## src/rtl/evap_pkg.sv

```systemverilog
package evap_pkg;
  typedef enum logic [2:0] {
    ST_READY,
    ST_FILL,
    ST_HEAT,
    ST_DRAIN,
    ST_HALT
  } evap_state_e;

  typedef struct packed {
    logic level_high;
    logic above_half;
    logic hot;
  } evap_sense_t;
endpackage

```

## src/rtl/evap_sense.sv

```systemverilog
module evap_sense
  import evap_pkg::*;
#(
  parameter bit HIGH_ACT_LOW = 1'b1,
  parameter bit HALF_ACT_LOW = 1'b0,
  parameter bit TEMP_ACT_LOW = 1'b1
) (
  input  logic        high_raw_i,
  input  logic        half_raw_i,
  input  logic        temp_raw_i,
  output evap_sense_t sense_o
);
  // fail-safe switches open on limit: a broken wire reads as exceeded
  assign sense_o.level_high = high_raw_i ^ HIGH_ACT_LOW;
  assign sense_o.above_half = half_raw_i ^ HALF_ACT_LOW;
  assign sense_o.hot        = temp_raw_i ^ TEMP_ACT_LOW;
endmodule

```

## src/rtl/evap_edge.sv

```systemverilog
module evap_edge (
  input  logic clk_i,
  input  logic rst_ni,
  input  logic sig_i,
  output logic rise_o
);
  logic sig_q;

  always_ff @(posedge clk_i or negedge rst_ni) begin
    if (!rst_ni) sig_q <= 1'b0;
    else         sig_q <= sig_i;
  end

  assign rise_o = sig_i & ~sig_q;

  p_single_pulse_r9: assert property (@(posedge clk_i) disable iff (!rst_ni)
    rise_o |=> !rise_o);
endmodule

```

## src/rtl/evap_drain_timer.sv

```systemverilog
module evap_drain_timer #(
  parameter int unsigned DRAIN_CYCLES = 30
) (
  input  logic clk_i,
  input  logic rst_ni,
  input  logic run_i,
  output logic expired_o
);
  localparam int unsigned CNT_W = (DRAIN_CYCLES > 1) ? $clog2(DRAIN_CYCLES) : 1;
  localparam logic [CNT_W-1:0] LAST = CNT_W'(DRAIN_CYCLES - 1);

  logic [CNT_W-1:0] cnt_q;

  always_ff @(posedge clk_i or negedge rst_ni) begin
    if (!rst_ni)         cnt_q <= '0;
    else if (!run_i)     cnt_q <= '0;
    else if (!expired_o) cnt_q <= cnt_q + 1'b1;
  end

  assign expired_o = run_i && (cnt_q == LAST);

  p_cnt_bound_r7: assert property (@(posedge clk_i) disable iff (!rst_ni)
    cnt_q <= LAST);
  p_cnt_idle_zero_r7: assert property (@(posedge clk_i) disable iff (!rst_ni)
    !run_i |=> cnt_q == '0);
endmodule

```

## src/rtl/evap_seq_fsm.sv

```systemverilog
module evap_seq_fsm
  import evap_pkg::*;
(
  input  logic        clk_i,
  input  logic        rst_ni,
  input  logic        start_rise_i,
  input  evap_sense_t sense_i,
  input  logic        fault_i,
  input  logic        drain_done_i,
  output logic        fill_o,
  output logic        drain_o,
  output logic        heat_o,
  output logic        agit_o,
  output logic        ready_o
);
  evap_state_e state_q, state_d;

  always_comb begin
    state_d = state_q;
    unique case (state_q)
      ST_READY: if (start_rise_i && ready_o && !sense_i.level_high) state_d = ST_FILL;
      ST_FILL:  if (sense_i.level_high)  state_d = ST_HEAT;
      ST_HEAT:  if (!sense_i.above_half) state_d = ST_DRAIN;
      ST_DRAIN: if (drain_done_i)        state_d = ST_READY;
      ST_HALT:  state_d = ST_HALT;
      default:  state_d = ST_HALT;
    endcase
    if (fault_i) state_d = ST_HALT;
  end

  always_ff @(posedge clk_i or negedge rst_ni) begin
    if (!rst_ni) state_q <= ST_READY;
    else         state_q <= state_d;
  end

  logic live;
  assign live    = !fault_i && (state_q != ST_HALT);
  assign fill_o  = live && (state_q == ST_FILL);
  assign drain_o = live && (state_q == ST_DRAIN);
  // temperature switch hysteresis keeps this from chattering
  assign heat_o  = live && (state_q == ST_HEAT) && sense_i.above_half && !sense_i.hot;
  assign agit_o  = live && sense_i.above_half;
  assign ready_o = live && (state_q == ST_READY) && !sense_i.above_half;

  p_fill_seal_r3: assert property (@(posedge clk_i) disable iff (!rst_ni)
    fill_o && !sense_i.level_high && !fault_i |=> fill_o || fault_i);
  p_start_gate_r2: assert property (@(posedge clk_i) disable iff (!rst_ni)
    $rose(fill_o) |-> $past(start_rise_i) && $past(ready_o));
  p_halt_sticky_r10: assert property (@(posedge clk_i) disable iff (!rst_ni)
    fault_i |=> !fill_o && !drain_o && !heat_o && !agit_o && !ready_o);
  p_heat_after_fill_r5: assert property (@(posedge clk_i) disable iff (!rst_ni)
    fill_o && sense_i.level_high && !fault_i |=> !fill_o && !drain_o);
endmodule

```

## src/rtl/evap_batch_ctrl.sv

```systemverilog
module evap_batch_ctrl
  import evap_pkg::*;
#(
  parameter int unsigned CLK_HZ       = 1_000_000,
  parameter int unsigned DRAIN_S      = 30,
  parameter int unsigned DRAIN_CYCLES = CLK_HZ * DRAIN_S
) (
  input  logic clk_i,
  input  logic rst_ni,
  input  logic start_i,
  input  logic high_n_i,
  input  logic half_i,
  input  logic temp_n_i,
  input  logic fault_i,
  output logic fill_o,
  output logic drain_o,
  output logic heat_o,
  output logic agit_o,
  output logic ready_o
);
  evap_sense_t sense;
  logic        start_rise;
  logic        drain_done;

  evap_sense i_sense (
    .high_raw_i (high_n_i),
    .half_raw_i (half_i),
    .temp_raw_i (temp_n_i),
    .sense_o    (sense)
  );

  evap_edge i_start_edge (
    .clk_i  (clk_i),
    .rst_ni (rst_ni),
    .sig_i  (start_i),
    .rise_o (start_rise)
  );

  evap_drain_timer #(.DRAIN_CYCLES(DRAIN_CYCLES)) i_drain_timer (
    .clk_i     (clk_i),
    .rst_ni    (rst_ni),
    .run_i     (drain_o),
    .expired_o (drain_done)
  );

  evap_seq_fsm i_fsm (
    .clk_i        (clk_i),
    .rst_ni       (rst_ni),
    .start_rise_i (start_rise),
    .sense_i      (sense),
    .fault_i      (fault_i),
    .drain_done_i (drain_done),
    .fill_o       (fill_o),
    .drain_o      (drain_o),
    .heat_o       (heat_o),
    .agit_o       (agit_o),
    .ready_o      (ready_o)
  );

  p_fill_drain_excl_r11: assert property (@(posedge clk_i) disable iff (!rst_ni)
    !(fill_o && drain_o) && !(heat_o && (fill_o || drain_o)));
  p_heat_gate_r5: assert property (@(posedge clk_i) disable iff (!rst_ni)
    heat_o |-> half_i && temp_n_i);
  p_lamp_r8: assert property (@(posedge clk_i) disable iff (!rst_ni)
    ready_o |-> !fill_o && !drain_o && !half_i);
  p_agit_r6: assert property (@(posedge clk_i) disable iff (!rst_ni)
    !fault_i && agit_o |-> half_i);
endmodule

```

## config.mk

```make
export PLATFORM = sky130hd
export DESIGN_NAME = evap_batch_ctrl
export DESIGN_NICKNAME = d
export VERILOG_FILES = /design/src/rtl/evap_pkg.sv /design/src/rtl/evap_sense.sv /design/src/rtl/evap_edge.sv /design/src/rtl/evap_drain_timer.sv /design/src/rtl/evap_seq_fsm.sv /design/src/rtl/evap_batch_ctrl.sv
export SDC_FILE = /design/constraint.sdc
export NUM_CORES = 1
export LEC_CHECK = 0
export ABC_AREA = 1
export BUFFER_PORTS_ARGS = -buffer_cell sky130_fd_sc_hd__clkbuf_2
export CORE_MARGIN = 8
export CORE_UTILIZATION = 35
export DETAILED_ROUTE_END_ITERATION = 12
export PLACE_DENSITY = 0.56
export SYNTH_ARGS = -nofsm -noshare
export SYNTH_HDL_FRONTEND = slang
export SYNTH_HIERARCHICAL = 1
export SYNTH_SLANG_ARGS = --single-unit
```

## constraint.sdc

```tcl
create_clock -name clk_i -period 2.4 [get_ports clk_i]
set_input_delay 0.48 -clock clk_i [delete_from_list [all_inputs] [get_ports clk_i]]
set_output_delay 0.48 -clock clk_i [all_outputs]
set_load 0.02 [all_outputs]
```

=== After elaboration in Yosys (flattened, before gate mapping) ===
Index checks and enable logic that the tools add are counted.

* Bitwise operators: 2
* Add/subtract/negate cells: 1
* Muxes and demuxes: 8
* Reduce and logical (&&, ||, !) cells: 16
* Eq/ne operators: 10

{| class="wikitable"
|+ Operator list
! operator !! number
|-
| 25-bit two-way mux || 2
|-
| 25-bit by 1-bit adder with 25-bit output (second input constant) || 1
|-
| 25-bit equality test (second input constant) || 1
|-
| 3-bit two-way mux || 5
|-
| 1-bit logical AND || 12
|-
| 3-bit != test (second input constant) || 4
|-
| 3-bit one-hot mux with 4 select lines || 1
|-
| 3-bit by 2-bit equality test with 1-bit output (second input constant) || 2
|-
| 4-bit AND reduction || 1
|-
| 3-bit by 1-bit equality test with 1-bit output (second input constant) || 1
|-
| 3-bit logical NOT || 1
|-
| 3-bit by 2-bit != test with 1-bit output (second input constant) || 1
|-
| 1-bit logical NOT || 2
|-
| 2-bit != test (second input constant) || 1
|-
| 1-bit AND || 1
|-
| 1-bit inverter || 1
|}

* Flip-flop bits (word level): 29
* Input bits: 7

=== Depth between registers and ports, before layout ===
* Word-level depth: 9
* Depth in mapped cells: 14
* Mapped depth without buffers: 14

=== By module ===
Netlist, hierarchy kept.

{| class="wikitable"
|+ Modules (own cells, without submodules)
! module !! instances !! seq. area each (um2) !! area an instance (um2) !! cells an instance
|-
| evap_drain_timer || 1 || 625.6 || 1,685.4 || 251
|-
| evap_seq_fsm || 1 || 75.1 || 245.2 || 42
|-
| evap_edge || 1 || 25.0 || 35.0 || 3
|-
| evap_sense || 1 || 0.0 || 15.0 || 3
|}

=== Worst setup path after synthesis ===
No wires, ideal clock.

* Kind: input to register
* Start point: input port fault_i
* End point: register i_fsm.state_q[1]
* Path slack: 0.009 ns
* Arrival: 2.273 ns
* Stages: 10
* Library setup time: 0.118 ns
* Data required time: 2.282 ns
* Path through: nor3_1 -> clkinv_1 -> nor3_1 -> inv_1 -> nand2_1 -> nand2_1 -> nor2_2 -> nand2_1 -> nand3_1 -> nand2_1

* Elaborated cells between the ends (all ways): 14
* Those cells by class: eq/ne (4); mux (1); reduce/logical (9)

{| class="wikitable"
|+ RTL lines
! element !! RTL line !! source
|-
| start: declaration || evap_batch_ctrl.sv:14 || <nowiki>input logic fault_i,</nowiki>
|-
| 1-bit logical NOT || evap_seq_fsm.sv:37 || <nowiki>assign live = !fault_i && (state_q != ST_HALT);</nowiki>
|-
| 1-bit logical AND || evap_seq_fsm.sv:37 ||
|-
| 1-bit logical AND || evap_seq_fsm.sv:39 || <nowiki>assign drain_o = live && (state_q == ST_DRAIN);</nowiki>
|-
| 1-bit logical AND || evap_drain_timer.sv:20 || <nowiki>assign expired_o = run_i && (cnt_q == LAST);</nowiki>
|-
| net drain_done || evap_batch_ctrl.sv:23 || <nowiki>logic drain_done;</nowiki>
|-
| 3-bit != test (no line) || - ||
|-
| 4-bit AND reduction (no line) || - ||
|-
| end signal: assignment || evap_seq_fsm.sv:33 || <nowiki>else state_q <= state_d;</nowiki>
|-
| end: declaration || evap_seq_fsm.sv:16 || <nowiki>evap_state_e state_q, state_d;</nowiki>
|}

The timed path passes the listed nets, and every way through them passes these cells.
A chain may end at the register's enable or synchronous reset.

=== Final worst setup path ===
* Start point: register i_drain_timer.cnt_q[0]
* End point: register i_fsm.state_q[1]

* Longest elaborated chain between the ends: 4

{| class="wikitable"
|+ Ends and longest elaborated chain
! element !! RTL line !! source
|-
| start: declaration || evap_drain_timer.sv:12 || <nowiki>logic [CNT_W-1:0] cnt_q;</nowiki>
|-
| start signal: assignment || evap_drain_timer.sv:17 || <nowiki>else if (!expired_o) cnt_q <= cnt_q + 1'b1;</nowiki>
|-
| 25-bit equality test || evap_drain_timer.sv:20 ||
|-
| 1-bit logical AND || evap_drain_timer.sv:20 ||
|-
| net drain_done || evap_batch_ctrl.sv:23 ||
|-
| 3-bit != test (no line) || - ||
|-
| 4-bit AND reduction (no line) || - ||
|}

The timed path passes the listed nets, and every way through them passes these cells.

==> summary.md <==
The run finished with clean final reports. In this run the post-CTS setup repair buffer count came out at 0. The core occupancy in the finished layout is 40.3%, and the area of the mapped netlist is 1980 um2. Setup repair after global routing left no endpoint under its margin. Traced cell by cell, the critical path runs through ha_1 > nand2_2 > nor2_8 > nand2_2 > inv_2 > nand2_2 > nor3_1 > inv_1 > nand2_1 > nand2_1 > nor2_2 > nand2_1 > nand3_1 > nand2_1. No sink is reached through more buffers than the 2 on the longest clock path. Adding up every negative setup slack in the final design gives 0 ps. The first-pass GRT wire length was 8.42 mm; the global routing usage summed across all routing layers was 12.5%. The critical path startpoint category was a flop. Across the VDD grid, the largest voltage drop is 0.234 mV. Measured against its own limit, the worst slew margin works out to 50.5%. The run gives 6.22 ps as the final setup skew. The transition time of the tightest slew-check pin is 742 ps.

Synthesis produced a netlist whose cell count is 299. Prior to clock tree synthesis, the placed netlist has a worst setup slack of 309 ps. The post-route netlist has 16.5% of its cells at a drive strength greater than 1. For the total setup violations reported at the end of the flow, the log shows 0.

The largest net degree at the start of global routing was 30; the part of the cycle the worst path needs was 86.6%. The final worst hold slack is 256 ps. The flip-flop and latch count after synthesis was 29; the core area was 5470 um2.

In the final design database the tool counted 324 nets. Timing would allow up to 481 MHz. The run gives 0 as the total count of hold-check failures in the final report. The tools report the H-tree level count as 2. The count of cell types in the netlist is 24. Synthesis produced a netlist with a net count of 307.

Total leakage power: 0.972 nW. The number of buffer and inverter instances along the worst setup path works out to 2. The logs give 0 for the remaining global-route overflow and 0 for the hold-fix buffer count after cts. The post-synthesis average cell area was 6.62 um2; the post-place instance area was 2130 um2.

12 I/O pins were placed. From synthesis to final layout, the design area changed by 11.2%. The routed length per instance is 12.4 um.

Buffers placed on the I/O ports in this run total 11. The routed layout has 1,823 vias. The filler cells instantiated in the layout total 598. The run gives 321 ps as the setup slack after layout. The worst-path maximum fanout came out at 9.

Clock-pin slew was measured on the worst setup and hold paths at 60 ps. The count of pins over their slew limit was 0. The first TritonRoute pass finished after 4 iterations. Row generation in the floorplan step produced 27 rows. The logs give 0.867 for the placer congestion estimate and 0 for the max-capacitance violation count. Sequential elements use 36.6% of the synthesized area.

The chip width was 91.2 um; the DRC marker count from the first detailed-route iteration was 109. The die footprint was 8320 um2. In this run the power density over the cells is 397 nW/um2.

Cell class contributing the biggest share of worst-path delay: simple AND/OR/NAND/NOR gates. The setup path with the least slack is of type reg -> reg. The logs give 0 for the number of gates given a new drive strength after cts and 0 for the count of antenna diodes in the layout.

Dividing the detail-routed via count by the number of cells gives 4.71. After detailed routing, the total wire length is 4.79 mm. The number of global-route vias before repair came out at 1,831. Data arrives at the worst endpoint at 2250 ps.

After detailed routing, the number of remaining DRC violations is 0. The clock drives 29 sinks. For the number of antenna violations at the first check in global routing, the log shows 0.

The library cell used as clock root buffer is sky130_fd_sc_hd__clkbuf_8. In this run, CTS created clock tree buffers numbering 5. The finished cells cover 2200 um2.

TritonCTS built the clock tree. The later-pin clock latency in the skew report is 280 ps. In this design, the stage delay of the slowest critical-path cell is 460 ps.

The path class of the tightest hold or removal check is in -> async. Yosys printed 6 warnings. In this run the remaining antenna-violating nets after routing total 0. HPWL after detailed placement: 3.70 mm. The die boundary height was 91.2 um; the data required time at the worst endpoint was 2570 ps. Cell repeated most along the worst path: sky130_fd_sc_hd__nand2_1. Worst-path cell with the longest stage delay: sky130_fd_sc_hd__dfrtp_1. The smallest clock period supported by the final layout is computed as 2080 ps.

The initial utilization of the core area, before any placement, comes to 36.2%. STA classifies the critical path endpoint as a flop.
## flip-flops by register name (all words and copies together) (netlist names)
signal / cells
i_drain_timer/cnt_q: 25
i_start_edge/sig_q: 1
i_fsm/state_q: 3
## Yosys cell counts (all sizes together)
cell,instances,area share (%)
o21ai,3,0.76
buf,3,0.82
xor2,5,2.2
inv,34,6.4
clkinv,1,0.19
or2,4,1.3
nand2,98,20
nand3,31,8.1
ha,1,0.63
xnor2,3,1.3
nor3,7,1.8
nor2,73,18
a21oi,2,0.51
nand4,5,1.6
dfrtp,29,37
## layout by cell type (no fill, tap or decap)
cell type                  Yosys  layout
sky130_fd_sc_hd__nor2_1       60      60
sky130_fd_sc_hd__clkbuf_2      0      11
sky130_fd_sc_hd__xor2_1        5       5
sky130_fd_sc_hd__nand4_1       5       5
sky130_fd_sc_hd__nor3_1        7       6
sky130_fd_sc_hd__a21oi_1       2       2
sky130_fd_sc_hd__nor2_8        1       1
sky130_fd_sc_hd__nor2_4        6       6
sky130_fd_sc_hd__nand2_2       9       9
sky130_fd_sc_hd__nor3_2        0       1
sky130_fd_sc_hd__nand3_1      30      30
sky130_fd_sc_hd__buf_4         1       2
sky130_fd_sc_hd__nand2_1      88      88
sky130_fd_sc_hd__nand2_4       1       1
sky130_fd_sc_hd__clkinv_2      0       1
sky130_fd_sc_hd__nand3_2       1       1
sky130_fd_sc_hd__xnor2_1       3       3
sky130_fd_sc_hd__dfrtp_1      29      29
sky130_fd_sc_hd__clkinv_1      1       1
sky130_fd_sc_hd__ha_1          1       1
sky130_fd_sc_hd__or2_2         4       4
sky130_fd_sc_hd__nor2_2        6       6
sky130_fd_sc_hd__clkbuf_8      0       5
sky130_fd_sc_hd__inv_1        30      30
sky130_fd_sc_hd__o21ai_0       3       3
sky130_fd_sc_hd__inv_2         4       4
## worst paths after layout
| check | from | endpoint | slack [ps] | depth (start not counted) |
|---|---|---|---|---|
| max in group asynchronous | rst_ni | i_drain_timer/cnt_q[12] | 1670 | 1 |
| worst min-delay path | rst_ni | i_drain_timer/cnt_q[8] | 260 | 1 |
| worst max-delay path | i_drain_timer/cnt_q[0] | i_fsm/state_q[1] | 320 | 14 |
| worst min register to register | i_drain_timer/cnt_q[23] | i_drain_timer/cnt_q[23] | 590 | 2 |
| worst max register to register | i_drain_timer/cnt_q[0] | i_fsm/state_q[1] | 320 | 14 |
| min in group clk_i | start_i | i_start_edge/sig_q | 320 | 1 |
## per-layer routing
layer / up-vias / GRT usage, % / share of wire (%)
li1: 956 / - / -
met1: 824 / 15.2 / 48
met2: 34 / 20.6 / 46
met3: 9 / 2.80 / 3.8
met4: 0 / 5.18 / 1.9
met5: - / 0 / 0
## logic make-up (layout without fill, tap and decap cells)
kind of cell / Yosys count / after routing / share of synthesized area [%]
and+or+nand+nor: 218 / 218 / 50.5
DFF: 29 / 29 / 36.6
buffers and inverters: 38 / 54 / 7.45
xor gates and xnor gates: 8 / 8 / 3.54
AOI/OAI and AO/OA: 5 / 5 / 1.26
adders and majority gates: 1 / 1 / 0.632
## worst register-to-register path, stage by stage, from the launching register on
cell	delay, ps
sky130_fd_sc_hd__dfrtp_1	460
sky130_fd_sc_hd__ha_1	270
sky130_fd_sc_hd__nand2_2	120
sky130_fd_sc_hd__nor2_8	170
sky130_fd_sc_hd__nand2_2	100
sky130_fd_sc_hd__inv_2	100
sky130_fd_sc_hd__nand2_2	70
sky130_fd_sc_hd__nor3_1	160
sky130_fd_sc_hd__inv_1	60
sky130_fd_sc_hd__nand2_1	60
sky130_fd_sc_hd__nand2_1	60
sky130_fd_sc_hd__nor2_2	130
sky130_fd_sc_hd__nand2_1	90
sky130_fd_sc_hd__nand3_1	70
sky130_fd_sc_hd__nand2_1	50
## power breakdown
part	total, mW	internal (mW)	switching, mW	leakage (nW)
clock	0.365	0.190	0.174	0.0399
combinational	0.0199	0.00473	0.0151	0.534
sequential	0.490	0.490	0.000349	0.398
## layout make-up
type / count / area, um2 / share of cell area [%]
inverter: 35 / 131 / 5.96
multi-input combinational: 232 / 1110 / 50.5
clock buffer: 5 / 68.8 / 3.12
tap: 72 / 90.1 / 4.09
clock inverter: 1 / 5.00 / 0.227
timing repair buffer: 13 / 70.1 / 3.18
sequential: 29 / 726 / 32.9
## stage by stage
| stage | instances | power (mW) |
|---|---|---|
| 2_1_floorplan | 299 | 0.505 |
| 3_3_place_gp | 381 | 0.520 |
| 3_5_place_dp | 381 | 0.520 |
| 4_1_cts | 387 | 0.893 |
| 5_1_grt | 387 | 0.912 |
| 6_report | 387 | 0.875 |
Power figures use the tool's default switching activity.
